[src/rtl/tern_pkg.sv]
package tern_pkg;
  localparam int TRIT_W = 2;
  localparam logic [1:0] TRIT_0   = 2'b00;
  localparam logic [1:0] TRIT_1   = 2'b01;
  localparam logic [1:0] TRIT_2   = 2'b10;
  localparam logic [1:0] TRIT_BAD = 2'b11;

  typedef enum logic [1:0] {
    OP_ADD  = 2'b00,
    OP_SUB  = 2'b01,
    OP_ADDC = 2'b10,
    OP_SUBB = 2'b11
  } tern_op_e;
endpackage

[src/rtl/trit_full_add.sv]
module trit_full_add
  import tern_pkg::*;
(
  input  logic [TRIT_W-1:0] a_i,
  input  logic [TRIT_W-1:0] b_i,
  input  logic              ci_i,
  output logic [TRIT_W-1:0] sum_o,
  output logic              co_o
);
  logic [2:0] total;
  logic [2:0] wrapped;

  always_comb begin
    total   = {1'b0, a_i} + {1'b0, b_i} + {2'b00, ci_i};
    wrapped = total - 3'd3;
    if (total >= 3'd3) begin
      sum_o = wrapped[1:0];
      co_o  = 1'b1;
    end else begin
      sum_o = total[1:0];
      co_o  = 1'b0;
    end
  end
endmodule

[src/rtl/tern_sign_detect.sv]
module tern_sign_detect
  import tern_pkg::*;
#(
  parameter int NTRIT = 9
) (
  input  logic [NTRIT*TRIT_W-1:0] word_i,
  output logic                    neg_o
);
  logic decided;

  // Negative exactly when the word exceeds 11..1: the first trit from the
  // top that is not 1 decides; all ones is the largest non-negative value.
  always_comb begin
    neg_o   = 1'b0;
    decided = 1'b0;
    for (int i = NTRIT - 1; i >= 0; i--) begin
      if (!decided && (word_i[i*TRIT_W +: TRIT_W] != TRIT_1)) begin
        decided = 1'b1;
        neg_o   = (word_i[i*TRIT_W +: TRIT_W] == TRIT_2);
      end
    end
  end
endmodule

[src/rtl/tern_alu_cc.sv]
module tern_alu_cc
  import tern_pkg::*;
#(
  parameter int NTRIT = 9
) (
  input  logic [NTRIT*TRIT_W-1:0] dst_i,
  input  logic [NTRIT*TRIT_W-1:0] src_i,
  input  logic [1:0]              op_i,
  input  logic [TRIT_W-1:0]       cin_i,
  output logic [NTRIT*TRIT_W-1:0] res_o,
  output logic [TRIT_W-1:0]       s_o,
  output logic [TRIT_W-1:0]       v_o,
  output logic [TRIT_W-1:0]       c_o,
  output logic                    err_o
);
  localparam int WORD_W = NTRIT * TRIT_W;

  tern_op_e          op;
  logic              invert_src;
  logic              carry0;
  logic [WORD_W-1:0] b_word;
  logic [WORD_W-1:0] sum_word;
  logic [NTRIT:0]    carry;
  logic [NTRIT-1:0]  bad_dst;
  logic [NTRIT-1:0]  bad_src;
  logic              any_bad;
  logic              neg_a;
  logic              neg_b;
  logic              neg_sum;
  logic              sum_zero;
  logic              overflow;

  assign op         = tern_op_e'(op_i);
  assign invert_src = (op == OP_SUB) || (op == OP_SUBB);

  always_comb begin
    unique case (op)
      OP_ADD:  carry0 = 1'b0;
      OP_SUB:  carry0 = 1'b1;
      default: carry0 = (cin_i != TRIT_0);
    endcase
  end

  assign carry[0] = carry0;

  for (genvar k = 0; k < NTRIT; k++) begin : g_trit
    logic [TRIT_W-1:0] d_t;
    logic [TRIT_W-1:0] s_t;
    assign d_t        = dst_i[k*TRIT_W +: TRIT_W];
    assign s_t        = src_i[k*TRIT_W +: TRIT_W];
    assign bad_dst[k] = (d_t == TRIT_BAD);
    assign bad_src[k] = (s_t == TRIT_BAD);
    assign b_word[k*TRIT_W +: TRIT_W] = invert_src ? (TRIT_2 - s_t) : s_t;

    trit_full_add u_fa (
      .a_i   (d_t),
      .b_i   (b_word[k*TRIT_W +: TRIT_W]),
      .ci_i  (carry[k]),
      .sum_o (sum_word[k*TRIT_W +: TRIT_W]),
      .co_o  (carry[k+1])
    );
  end

  assign any_bad = (|bad_dst) || (|bad_src) || (cin_i == TRIT_BAD);

  tern_sign_detect #(.NTRIT(NTRIT)) u_sign_a (
    .word_i (dst_i),
    .neg_o  (neg_a)
  );

  tern_sign_detect #(.NTRIT(NTRIT)) u_sign_b (
    .word_i (b_word),
    .neg_o  (neg_b)
  );

  tern_sign_detect #(.NTRIT(NTRIT)) u_sign_sum (
    .word_i (sum_word),
    .neg_o  (neg_sum)
  );

  assign sum_zero = (sum_word == '0);
  assign overflow = (neg_a == neg_b) && (neg_sum != neg_a);

  always_comb begin
    if (any_bad) begin
      res_o = '0;
      s_o   = TRIT_0;
      v_o   = TRIT_0;
      c_o   = TRIT_0;
      err_o = 1'b1;
    end else begin
      res_o = sum_word;
      s_o   = sum_zero ? TRIT_0 : (neg_sum ? TRIT_2 : TRIT_1);
      v_o   = overflow ? TRIT_1 : TRIT_0;
      c_o   = carry[NTRIT] ? TRIT_1 : TRIT_0;
      err_o = 1'b0;
    end
  end
endmodule

[config.mk]
export PLATFORM = sky130hd
export DESIGN_NAME = tern_alu_cc
export DESIGN_NICKNAME = d
export VERILOG_FILES = /design/src/rtl/tern_pkg.sv /design/src/rtl/trit_full_add.sv /design/src/rtl/tern_sign_detect.sv /design/src/rtl/tern_alu_cc.sv
export SDC_FILE = /design/constraint.sdc
export NUM_CORES = 1
export LEC_CHECK = 0
export CAP_MARGIN = 20
export CORE_ASPECT_RATIO = 0.75
export CORE_UTILIZATION = 35
export DETAILED_ROUTE_END_ITERATION = 12
export PLACE_DENSITY_LB_ADDON = 0.08
export SYNTH_ARGS = -nofsm -noshare
export SYNTH_HDL_FRONTEND = slang
export SYNTH_SLANG_ARGS = --single-unit
[constraint.sdc]
create_clock -name vclk -period 26.8
set_input_delay 5.36 -clock vclk [all_inputs]
set_output_delay 5.36 -clock vclk [all_outputs]
set_load 0.03 [all_outputs]
== Word level (Yosys, flattened, before mapping) ==
Cells that the tools add are included.
Word-level totals
  register bits after elaboration: 0
  latch bits: 0
  RAM bits: 0
  bits in read-only memories: 0
  bits of input ports: 40
  output and inout port bits: 25
  word-level logic and storage cells: 267
  memories: 0
Cells by class
  $add $sub $neg: 36
  multiply operators: 0
  divide/modulo/power cells: 0
  $lt $le $gt $ge: 9
  eq/ne operators: 77
  shift-type cells: 0
  mux-type cells: 88
  bitwise logic cells: 0
  reduce and logical (&&, ||, !) cells: 57
Operators with widths (count)
  == test 2 bit, second input constant: 47
  two-way mux 1 bit: 65
  != test 2 x 1 -> 1 bit, second input constant: 27
  two-way mux 2 bit: 21
  adder 2 x 2 -> 3 bit: 9
  adder 3 x 1 -> 3 bit: 9
  >= comparator 3 x 2 -> 1 bit, second input constant: 9
  logical AND 1 bit: 25
  zero test 1 bit: 24
  zero test 18 bit: 1
  two-way mux 18 bit: 1
  OR reduction 9 bit: 2
  subtractor 2 bit, first input constant: 9
  subtractor 2 bit, second input constant: 9
  logical OR 1 bit: 3
  == test 2 x 1 -> 1 bit, second input constant: 1
  zero test 2 bit: 1
  one-hot mux 1 bit (2 select lines): 1
  nonzero test 2 bit: 1
  == test 1 bit: 1
  != test 1 bit: 1

== Logic depth before layout (Yosys ltp) ==
Gate-level depths: netlist of the first run.
  depth after elaboration: 61
  mapped depth: 60
  mapped depth without buffers: 58

== Hierarchy ==
From an unflattened synthesis of the first run, not the netlist that was laid out.
Unflattened totals
  cells, all modules: 226
  area total of the unflattened synthesis: 1941.9 um^2
Modules (own cells, without submodules)
  trit_full_add: instances 9, cells an instance 10, area each 105.1 um^2, sequential area each 0.0 um^2
  tern_alu_cc: instances 1, cells an instance 79, area each 553.0 um^2, sequential area each 0.0 um^2
  tern_sign_detect: instances 3, cells an instance 19, area each 147.6 um^2, sequential area each 0.0 um^2

== Worst setup path after synthesis of the first run ==
No wires, ideal clock.
  kind: in2out
  start point: input port op_i[0]
  end point: output port v_o[0]
  arrival time: 18.210 ns
  data required time: 21.440 ns
  slack: 3.230 ns
  stages: 59
  path buffers: 3
  cell sequence: buf_2 -> o21ai_0 -> fa_1 -> fa_1 -> inv_1 -> ha_1 -> nand2b_1 -> inv_1 -> fa_1 -> fa_1 -> inv_1 -> ha_1 -> nor2b_4 -> fa_1 -> fa_1 -> inv_1 -> ha_1 -> nand2b_2 -> [... 23 more ...] -> nor2b_1 -> fa_1 -> fa_1 -> inv_1 -> ha_1 -> nor2b_1 -> fa_1 -> fa_1 -> inv_1 -> ha_1 -> and3b_1 -> o21ai_1 -> and4_1 -> and3_1 -> nor4b_1 -> a22oi_1 -> or3_1 -> a21oi_2
Between the ends
  longest elaborated chain between the ends: 61
  elaborated cells on any way between the ends: 174
  those cells by class: 27 x add/sub; 9 x order compare; 40 x eq/ne; 63 x mux; 35 x reduce/logical
Ends and longest elaborated chain
  from (decl): RTL line tern_alu_cc.sv:8  | input logic [1:0] op_i,
  == test 2 x 1 -> 1 bit or == test 2 bit (tied branches): RTL line tern_alu_cc.sv:34, tern_alu_cc.sv:37
  logical OR 1 bit: RTL line tern_alu_cc.sv:34  | assign invert_src = (op == OP_SUB) || (op == OP_SUBB);
  two-way mux 2 bit: RTL line tern_alu_cc.sv:53  | assign b_word[k*TRIT_W +: TRIT_W] = invert_src ? (TRIT_2 - s_t) : s_t;
  adder 2 x 2 -> 3 bit: RTL line trit_full_add.sv:14  | total = {1'b0, a_i} + {1'b0, b_i} + {2'b00, ci_i};
  adder 3 x 1 -> 3 bit: RTL line trit_full_add.sv:14
  >= comparator 3 x 2 -> 1 bit: RTL line trit_full_add.sv:16  | if (total >= 3'd3) begin
  two-way mux 1 bit: RTL line trit_full_add.sv:16
  adder 3 x 1 -> 3 bit: RTL line trit_full_add.sv:14
  [... 45 more ...]
  two-way mux 1 bit: RTL line tern_sign_detect.sv:17  | if (!decided && (word_i[i*TRIT_W +: TRIT_W] != TRIT_1)) begin
  zero test 1 bit: RTL line tern_sign_detect.sv:17
  logical AND 1 bit: RTL line tern_sign_detect.sv:17
  two-way mux 1 bit: RTL line tern_sign_detect.sv:17
  != test 1 bit: RTL line tern_alu_cc.sv:82  | assign overflow = (neg_a == neg_b) && (neg_sum != neg_a);
  logical AND 1 bit *: RTL line tern_alu_cc.sv:82
  two-way mux 1 bit *: RTL line tern_alu_cc.sv:94  | v_o = overflow ? TRIT_1 : TRIT_0;
  two-way mux 1 bit *: RTL line tern_alu_cc.sv:85  | if (any_bad) begin
  to (decl): RTL line tern_alu_cc.sv:12  | output logic [TRIT_W-1:0] v_o,
Every way passes the cells marked *; elsewhere a longest branch is shown, timed or not.

== Final worst setup path of the first run ==
Ends and elaborated chain as after synthesis.

==> results of run 1 <==
how the worst min path moves through the flow:
stage | startpoint | endpoint | slack, ps | cells past startpoint
5_1_grt | dst_i[2] | v_o[0] | 12230 | 6
3_3_place_gp | dst_i[2] | v_o[0] | 12140 | 6
2_1_floorplan | dst_i[12] | res_o[16] | 11020 | 3
3_5_place_dp | dst_i[2] | v_o[0] | 12160 | 6
6_report | dst_i[2] | v_o[0] | 12170 | 6
4_1_cts | dst_i[2] | v_o[0] | 12160 | 6
tightest hold or removal path: stages:
cell and delay [ps]:
sky130_fd_sc_hd__clkdlybuf4s50_1 460, sky130_fd_sc_hd__nand4_1 110, sky130_fd_sc_hd__a31oi_1 130, sky130_fd_sc_hd__nand3_1 100, sky130_fd_sc_hd__a21oi_2 50, sky130_fd_sc_hd__clkdlybuf4s50_1 590
placed cells by master (no fill, tap or decap), types with 2 or more instances in the layout:
master                            synthesis  final
sky130_fd_sc_hd__ha_1                    27     27
sky130_fd_sc_hd__nand2b_1                 4      4
sky130_fd_sc_hd__nor2b_1                 11     11
sky130_fd_sc_hd__nand3_1                  7      7
sky130_fd_sc_hd__inv_1                   55     55
sky130_fd_sc_hd__mux2i_1                 17     17
sky130_fd_sc_hd__nor3b_1                  3      3
sky130_fd_sc_hd__o31ai_1                  3      3
sky130_fd_sc_hd__nor4_1                   5      5
sky130_fd_sc_hd__inv_2                    3      3
sky130_fd_sc_hd__or4_1                    3      3
sky130_fd_sc_hd__nor4b_1                  2      2
sky130_fd_sc_hd__nand4_1                  5      5
sky130_fd_sc_hd__o21ai_0                  7      7
sky130_fd_sc_hd__nor2_1                  28     28
sky130_fd_sc_hd__o22ai_1                  2      2
sky130_fd_sc_hd__nand2_1                  9      9
sky130_fd_sc_hd__clkdlybuf4s50_1          0     63
sky130_fd_sc_hd__a31oi_1                  3      3
sky130_fd_sc_hd__o221ai_1                 2      2
sky130_fd_sc_hd__a21oi_1                 11     11
sky130_fd_sc_hd__conb_1                   1      2
sky130_fd_sc_hd__xnor2_1                 10     10
sky130_fd_sc_hd__nor3_1                   8      8
sky130_fd_sc_hd__and3_1                   4      4
sky130_fd_sc_hd__o211ai_1                 2      2
sky130_fd_sc_hd__a221oi_1                 2      2
sky130_fd_sc_hd__fa_1                    18     18
logic make-up after synthesis:
group           count (synthesis)
xor+xnor                       11
other cells                     1
compound gates                 39
mux                            17
simple gates                   99
fa+ha+maj                      45
buf+inv                        65
area by class of cell:
type | instances | share of cell area (%)
Tap cell | 75 | 3.45
Timing Repair Buffer | 64 | 23.4
Multi-Input combinational cell | 213 | 65.1
Inverter | 58 | 8.00
metrics by stage:
stage	worst slack, ps	total power, mW	area, um^2
floorplan	3230	0.0857	2030
global placement	1460	0.112	2720
detailed placement	1230	0.114	2720
CTS	1210	0.115	2720
global route	272	0.130	2720
finish	1250	0.114	2720
per-layer routing:
metal	vias to the layer above	GRT usage (%)	wire length [um]
met5	-	0	0
met4	0	1.02	23
met3	2	1.33	285
met2	66	30.2	2140
met1	871	24.0	2660
li1	1044	-	-
power by group:
part           internal, mW  total (mW)  switching (mW)
Sequential                0           0               0
Combinational        0.0498       0.114          0.0645
Clock                     0           0               0
==> results.md, run 1 <==
- Number of detailed-routing iterations run before antenna repair: 4
- Adder and majority gate portion of the synthesized area: 34.5%
- DRC errors left: 0
- Ant diodes: 0
- Minimum hold slack: 12170 ps
- Number of inserted filler cells in the final layout: 543
- Multi-input combinational cell area: 1770 um^2
- Post-Route WL: 5.11 mm
- Critical path peak fanout: 10
- Combinational family with the most area after synthesis: adder cells
- Number of distinct library cells after synthesis: 48
- Most area-hungry cell type in the Yosys netlist: sky130_fd_sc_hd__fa_1
- Critical Path Slowest Stage Cell: sky130_fd_sc_hd__clkdlybuf4s50_1
- Max rail drop VDD: 0.0157 mV
- Die area: 6090 um^2
- Crit path launch type: primary input
- Most prevalent standard cell on the critical path: sky130_fd_sc_hd__fa_1
- Class of the tightest hold or removal check: in2out
- Via count of the first global-routing pass: 1885
- Routed Antenna Nets: 0
- Post-CTS setup repair buffer count: 0
- Required time of the critical path: 21440 ps
- Count of vias placed by the detailed router: 1983
- Starting density of the core: 37.2%
- Cell row count: 23
- Share of cells above drive strength 1: 2.39%
- Period minus WS final: 25550 ps
- Final core utilization: 50.1%
- Global route total overflow: 0
- Global-route wire length before repair: 8.51 mm
- Mux contribution to synthesized area: 8.42%
- Xor-xnor portion of the synthesized cell area: 4.76%
- Die H: 67.8 um
- Number of cells in the design after placement: 410
- RSZ-0062 raised after global routing: no
- Slew margin rel.: 39.5%
- Register area share after synthesis: 0%
- FF+latch area: 0 um^2
- CP endpoint kind: primary output
- Average wire per cell in the routed design: 12.5 um
- Actual transition at the worst max-transition pin: 905 ps
- Biggest area contributors in the synthesized netlist: sky130_fd_sc_hd__fa_1 18%, sky130_fd_sc_hd__ha_1 17%, sky130_fd_sc_hd__inv_1 10%
- Via-per-instance ratio: 4.84
- Total number of cells along the worst setup path: 58
- Peak Freq: 0.0391 GHz
- Leakage power: 1.28 nW
- Post-synthesis share of cell area spent on and, or, nand and nor gates: 27.2%
- CP Launch Point: op_i[0]
- Compound-cell area share of the yosys netlist: 12.4%
- Post-detail-place hpwl: 4.72 mm
- Status: finished clean
- Core Area: 5440 um^2
- Cell family with most CP delay: adder cells
- Final critical-path share of the clock period: 95.3%
- Leading cell type by number of instances after synthesis: sky130_fd_sc_hd__inv_1
- Warnings, synthesis: 0
- Commonest cells post-synth: 55 x sky130_fd_sc_hd__inv_1, 28 x sky130_fd_sc_hd__nor2_1, 27 x sky130_fd_sc_hd__ha_1, 18 x sky130_fd_sc_hd__fa_1, 17 x sky130_fd_sc_hd__mux2i_1
- Largest net degree at the start of global routing: 23
- Number of top-level design ports: 65
- Chip width: 89.8 um
- Post-synthesis instance area: 2020 um^2
- Number of buffers inserted for hold repair after clock tree synthesis: 0
- PostCTS Resize Cnt: 0
- Power density over the cells: 42.0 nW/um^2
- Synthesis-to-layout area growth: 34.7%
- Seq Cell Count: 0
- Final setup violation count: 0
- RD Place Congestion: 0.832
- Fin Setup TNS: 0 ps
- Number of DRC violations after detailed-routing iteration 0: 69
- Syn Inst Count: 277
- Syn Area/Cell: 7.30 um^2
- Delay of the slowest critical-path stage: 710 ps
- IO buf count: 63
- Total buffers and inverters traversed by the critical path: 15
- Post-layout net count: 422
- Final cell count without fillers: 410
- Critical path start-end classification: in2out
- Number of antenna violations at the first check in global routing: 0
- # clk buffers: 0
- Number of max-capacitance violations reported: 0
- Capturing element of the worst setup path: v_o[0]
- All-layer global routing usage: 17.0%
- Max Slew Vio Count: 0
- Area share of the largest cell type after synthesis: 17.8%
- Hold Fails Final Rpt: 0
- Critical Path AT: 20190 ps
Note: power is estimated with default switching activity, not from simulation.
==> inputs of run 2 (changes only) <==
- CORE_UTILIZATION: 35 -> 50
==> run 2 against run 1 <==
Net effect:
- core utilization rose by 22 points
- final cell count shrank 5.6%
- wire length shrank 2.3%
- combinational power about the same
- worst setup slack better by 67 ps
- die area down 29%
- maximum frequency grew 0.26%
- total power is 0.47% lower
- first-iteration DRC count grew 52%
- non-clock buffer count unchanged
- global-route usage rose by 7.3 points
==> results.md, run 2 (synthesis gave the netlist of run 1 again) <==
- Final setup violation count: 0 (unchanged)
- Ant diodes: 0 (unchanged)
- Seq Cell Count: 0 (unchanged)
- Number of DRC violations after detailed-routing iteration 0: 105 (+52%)
- PostCTS Resize Cnt: 0 (unchanged)
- Internal power contribution: 49.8 uW (-0.14%)
- Delay of the slowest critical-path stage: 700 ps (about the same)
- Required time of the critical path: 21440 ps (about the same)
- Total number of cells along the worst setup path: 58 (unchanged)
- Cell family with most CP delay: adder cells
- Post-CTS setup repair buffer count: 0 (unchanged)
- Most common library cell in the layout ignoring fill and taps: sky130_fd_sc_hd__clkdlybuf4s50_1
- # clk buffers: 0 (unchanged)
- Die area: 4300 um^2 (-29%)
- Clock share of power: 0% (unchanged)
- Actual transition at the worst max-transition pin: 897 ps (-7.88 ps)
- DRC errors left: 0 (unchanged)
- Post-detail-place hpwl: 4.57 mm (-3.1%)
- Critical Path Slowest Stage Cell: sky130_fd_sc_hd__clkdlybuf4s50_1
- Max rail drop VDD: 0.0229 mV (+46%)
- Chip width: 75.4 um (-16%)
- Total buffers and inverters traversed by the critical path: 15 (unchanged)
- Number of detailed-routing iterations run before antenna repair: 5 (+1)
- Average wire per cell in the routed design: 12.9 um (+3.5%)
- FF+latch area: 0 um^2 (unchanged)
- Critical path start-end classification: in2out
- Cell row count: 19 (-17%)
- Max Slew Vio Count: 0 (unchanged)
- Largest net degree at the start of global routing: 23 (unchanged)
- Die H: 57.1 um (-16%)
- Via count of the first global-routing pass: 1880 (-0.27%)
- Sum of internal, switching and leakage power: 114 uW (-0.47%)
- Status: finished clean
- Period minus WS final: 25490 ps (-66.8 ps)
- Global-route wire length before repair: 8.23 mm (-3.2%)
- Class of the tightest hold or removal check: in2out
- Core Area: 3760 um^2 (-31%)
- Slew margin rel.: 40.0% (+0.53 points)
- Most prevalent standard cell on the critical path: sky130_fd_sc_hd__fa_1
- Critical path peak fanout: 10 (unchanged)
- Post-place instance area: 2690 um^2 (-1.1%)
- Final critical-path share of the clock period: 95.1% (-0.25 points)
- Synthesis-to-layout area growth: 33.2%
- Via-per-instance ratio: 5.37 (+11%)
- Number of antenna violations at the first check in global routing: 0 (unchanged)
- Starting density of the core: 53.8% (+17 points)
- Number of max-capacitance violations reported: 0 (unchanged)
- Leakage power: 1.28 nW (unchanged)
- Number of top-level design ports: 65 (unchanged)
- Routed Antenna Nets: 0 (unchanged)
- All-layer global routing usage: 24.3% (+7.3 points)
- RSZ-0062 raised after global routing: no
- Final Worst Setup Slack: 1310 ps (+66.8 ps)
- Number of inserted filler cells in the final layout: 342 (-37%)
- Net switching power: 64.0 uW (-0.73%)
- Combinational share of power: 100.0% (about the same)
- Minimum hold slack: 12160 ps (-11.8 ps)
- Share of cells above drive strength 1: 2.39% (unchanged)
- Power density over the cells: 42.2 nW/um^2 (+0.59%)
- Hold Path Cell Cnt: 6 (unchanged)
- IO buf count: 63 (unchanged)
- Post-layout net count: 422 (unchanged)
- Post-placement worst setup slack: 1370 ps (+147 ps)
- Fin Setup TNS: 0 ps (unchanged)
- Hold Fails Final Rpt: 0 (unchanged)
- Number of buffers inserted for hold repair after clock tree synthesis: 0 (unchanged)
- Fraction of power spent switching nets: 56.3% (-0.15 points)
- Global route total overflow: 0 (unchanged)
- Commonest cells after routing, fill and taps aside: 63 x sky130_fd_sc_hd__clkdlybuf4s50_1, 55 x sky130_fd_sc_hd__inv_1, 28 x sky130_fd_sc_hd__nor2_1, 27 x sky130_fd_sc_hd__ha_1, 18 x sky130_fd_sc_hd__fa_1
- Register share of total power: 0% (unchanged)
- Count of vias placed by the detailed router: 2077 (+4.7%)
- Non-Filler Cell Area, Final: 2690 um^2 (-1.1%)
- Critical Path AT: 20130 ps (-60 ps)
- CP endpoint kind: primary output
- Crit path launch type: primary input
- Multi-input combinational cell area: 1770 um^2 (unchanged)
- RD Place Congestion: 0.910 (+9.4%)
- Post-Route WL: 4.99 mm (-2.3%)
- Peak Freq: 0.0392 GHz (+0.26%)
-- run 2: through the flow --
stage	utilization [%]	std cells
4_1_cts	71.7	387
3_5_place_dp	71.7	387
2_1_floorplan	-	278
3_3_place_gp	71.7	387
6_report	71.7	387
5_1_grt	71.7	387
-- run 2: area by class of cell --
cell class | count | share of cell area [%]
Tap cell | 52 | 2.42
Multi-Input combinational cell | 213 | 65.8
Inverter | 58 | 8.08
Timing Repair Buffer | 64 | 23.7
-- run 2: layer usage --
metal / up-vias / GRT usage (%) / wire [um]
met5: - / 0 / 0
met4: 0 / 0 / 0
met3: 0 / 0 / 410
met2: 97 / 42.6 / 2290
met1: 930 / 36.0 / 2300
li1: 1050 / - / -
-- run 2: final timing paths --
kind | from | endpoint | slack, ps
max | op_i[0] | v_o[0] | 1310
min | dst_i[2] | v_o[0] | 12160
-- run 2: power by group through the flow --
stage	clock network (mW)	logic [mW]	registers (mW)
finish	0	0.114	0
global route	0	0.129	0
CTS	0	0.114	0
detailed placement	0	0.113	0
global placement	0	0.109	0
floorplan	0	0.0857	0
==> inputs of run 3 (changes only) <==
- CAP_MARGIN: 20 -> 15
- CELL_PAD_IN_SITES_DETAIL_PLACEMENT: default -> 0
- CELL_PAD_IN_SITES_GLOBAL_PLACEMENT: default -> 2
- CORE_UTILIZATION: 50 -> 27
==> run 3 against run 2 <==
Net effect:
- maximum frequency rose by 0.45%
- wire length rose by 14%
- final cell count rose by 12%
- critical path depth did not move
- largest power group unchanged
==> results.md, run 3 (synthesis gave the netlist of run 1 again) <==
- Status: finished clean
- Post-detail-place hpwl: 5.24 mm (+15%)
- Leakage power: 1.28 nW (unchanged)
- DRC errors left: 0 (unchanged)
- Die area: 7840 um^2 (+82%)
- Max rail drop VDD: 0.0140 mV (-39%)
- Slew margin rel.: 37.8% (-2.2 points)
- Post-place instance area: 2750 um^2 (+2.1%)
- Via count of the first global-routing pass: 1825 (-2.9%)
- Synthesis-to-layout area growth: 36.1%
- Critical path peak fanout: 10 (unchanged)
- Post-CTS setup repair buffer count: 0 (unchanged)
- Commonest cells after routing, fill and taps aside: 63 x sky130_fd_sc_hd__clkdlybuf4s50_1, 55 x sky130_fd_sc_hd__inv_1, 28 x sky130_fd_sc_hd__nor2_1, 27 x sky130_fd_sc_hd__ha_1, 18 x sky130_fd_sc_hd__fa_1
- Post-placement worst setup slack: 1460 ps (+82.0 ps)
- Number of antenna violations at the first check in global routing: 0 (unchanged)
- Max Slew Vio Count: 0 (unchanged)
- Share of cells above drive strength 1: 2.39% (unchanged)
- Most prevalent standard cell on the critical path: sky130_fd_sc_hd__fa_1
- Actual transition at the worst max-transition pin: 930 ps (+32.6 ps)
- Critical Path Slowest Stage Cell: sky130_fd_sc_hd__clkdlybuf4s50_1
- All-layer global routing usage: 14.4% (-10 points)
- PostCTS Resize Cnt: 0 (unchanged)
- Hold Fails Final Rpt: 0 (unchanged)
- Most common library cell in the layout ignoring fill and taps: sky130_fd_sc_hd__clkdlybuf4s50_1
- Ant diodes: 0 (unchanged)
- Startpoint of the lowest-slack hold path: dst_i[2]
- Die H: 76.9 um (+35%)
- CP endpoint kind: primary output
- Power density over the cells: 41.8 nW/um^2 (-1.0%)
- Number of buffers inserted for hold repair after clock tree synthesis: 0 (unchanged)
- Final setup violation count: 0 (unchanged)
- Routed Antenna Nets: 0 (unchanged)
- Cell row count: 26 (+7)
- # clk buffers: 0 (unchanged)
- Core Area: 7030 um^2 (+87%)
- Delay of the slowest critical-path stage: 700 ps (about the same)
- Global-route wire length before repair: 8.95 mm (+8.7%)
- RD Place Congestion: 0.777 (-15%)
- Final critical-path share of the clock period: 94.7% (-0.43 points)
- Via-per-instance ratio: 4.57 (-15%)
- Crit path launch type: primary input
- Count of vias placed by the detailed router: 1977 (-4.8%)
- Total buffers and inverters traversed by the critical path: 15 (unchanged)
- Post-Route WL: 5.68 mm (+14%)
- Period minus WS final: 25370 ps (-115 ps)
- Number of detailed-routing iterations run before antenna repair: 4 (-1)
- RSZ-0062 raised after global routing: no
- Number of top-level design ports: 65 (unchanged)
- Starting density of the core: 28.8% (-25 points)
- Sum of internal, switching and leakage power: 115 uW (+1.1%)
- Number of inserted filler cells in the final layout: 777 (+130%)
- Cell family with most CP delay: adder cells
- Critical Path AT: 20010 ps (-120 ps)
- Average wire per cell in the routed design: 13.1 um (+1.6%)
- Peak Freq: 0.0394 GHz (+0.45%)
- Number of cells in the design after placement: 433 (+12%)
- Number of DRC violations after detailed-routing iteration 0: 52 (-50%)
- Non-Filler Cell Area, Final: 2750 um^2 (+2.1%)
- CP Launch Point: op_i[0]
- Critical path start-end classification: in2out
- Largest net degree at the start of global routing: 23 (unchanged)
- Global route total overflow: 0 (unchanged)
- Post-layout net count: 422 (unchanged)
- Final cell count without fillers: 433 (+12%)
- Fin Setup TNS: 0 ps (unchanged)
- Final Worst Setup Slack: 1430 ps (+115 ps)
- Chip width: 102 um (+35%)
- IO buf count: 63 (unchanged)
- Seq Cell Count: 0 (unchanged)
- FF+latch area: 0 um^2 (unchanged)
- Required time of the critical path: 21440 ps (about the same)
- Number of max-capacitance violations reported: 0 (unchanged)
- Class of the tightest hold or removal check: in2out
run 3: cell counts in the layout (fill, tap and decap cells not counted):
Identical to the previous run, type by type.
run 3: where the power goes:
group | switching, mW | internal, mW
logic | 0.0654 | 0.0495
registers | 0 | 0
clock network | 0 | 0
run 3: final cells by class:
cell class                 count  area (um^2)  area share [%]
tap                           98          123            4.46
inverter                      58          218            7.91
timing repair buffer          64          638            23.2
multi-input combinational    213         1770            64.4
run 3: final timing paths:
| check | slack [ps] | cells after the start | endpoint |
|---|---|---|---|
| worst min-delay path | 12150 | 6 | v_o[0] |
| worst max-delay path | 1430 | 58 | v_o[0] |
run 3: through the flow:
stage	hold slack (ps)	utilization, %
detailed placement	12160	39.2
CTS	12160	39.2
finish	12150	39.2
floorplan	11020	-
global placement	12170	39.2
global route	12240	39.2
run 3: metal layers:
layer,vias up,track usage (%),wire length [um]
met1,885,22.7,3150
met2,46,22.6,2330
li1,1046,-,-
met4,0,0,0
met5,-,0,0
met3,0,0.547,201
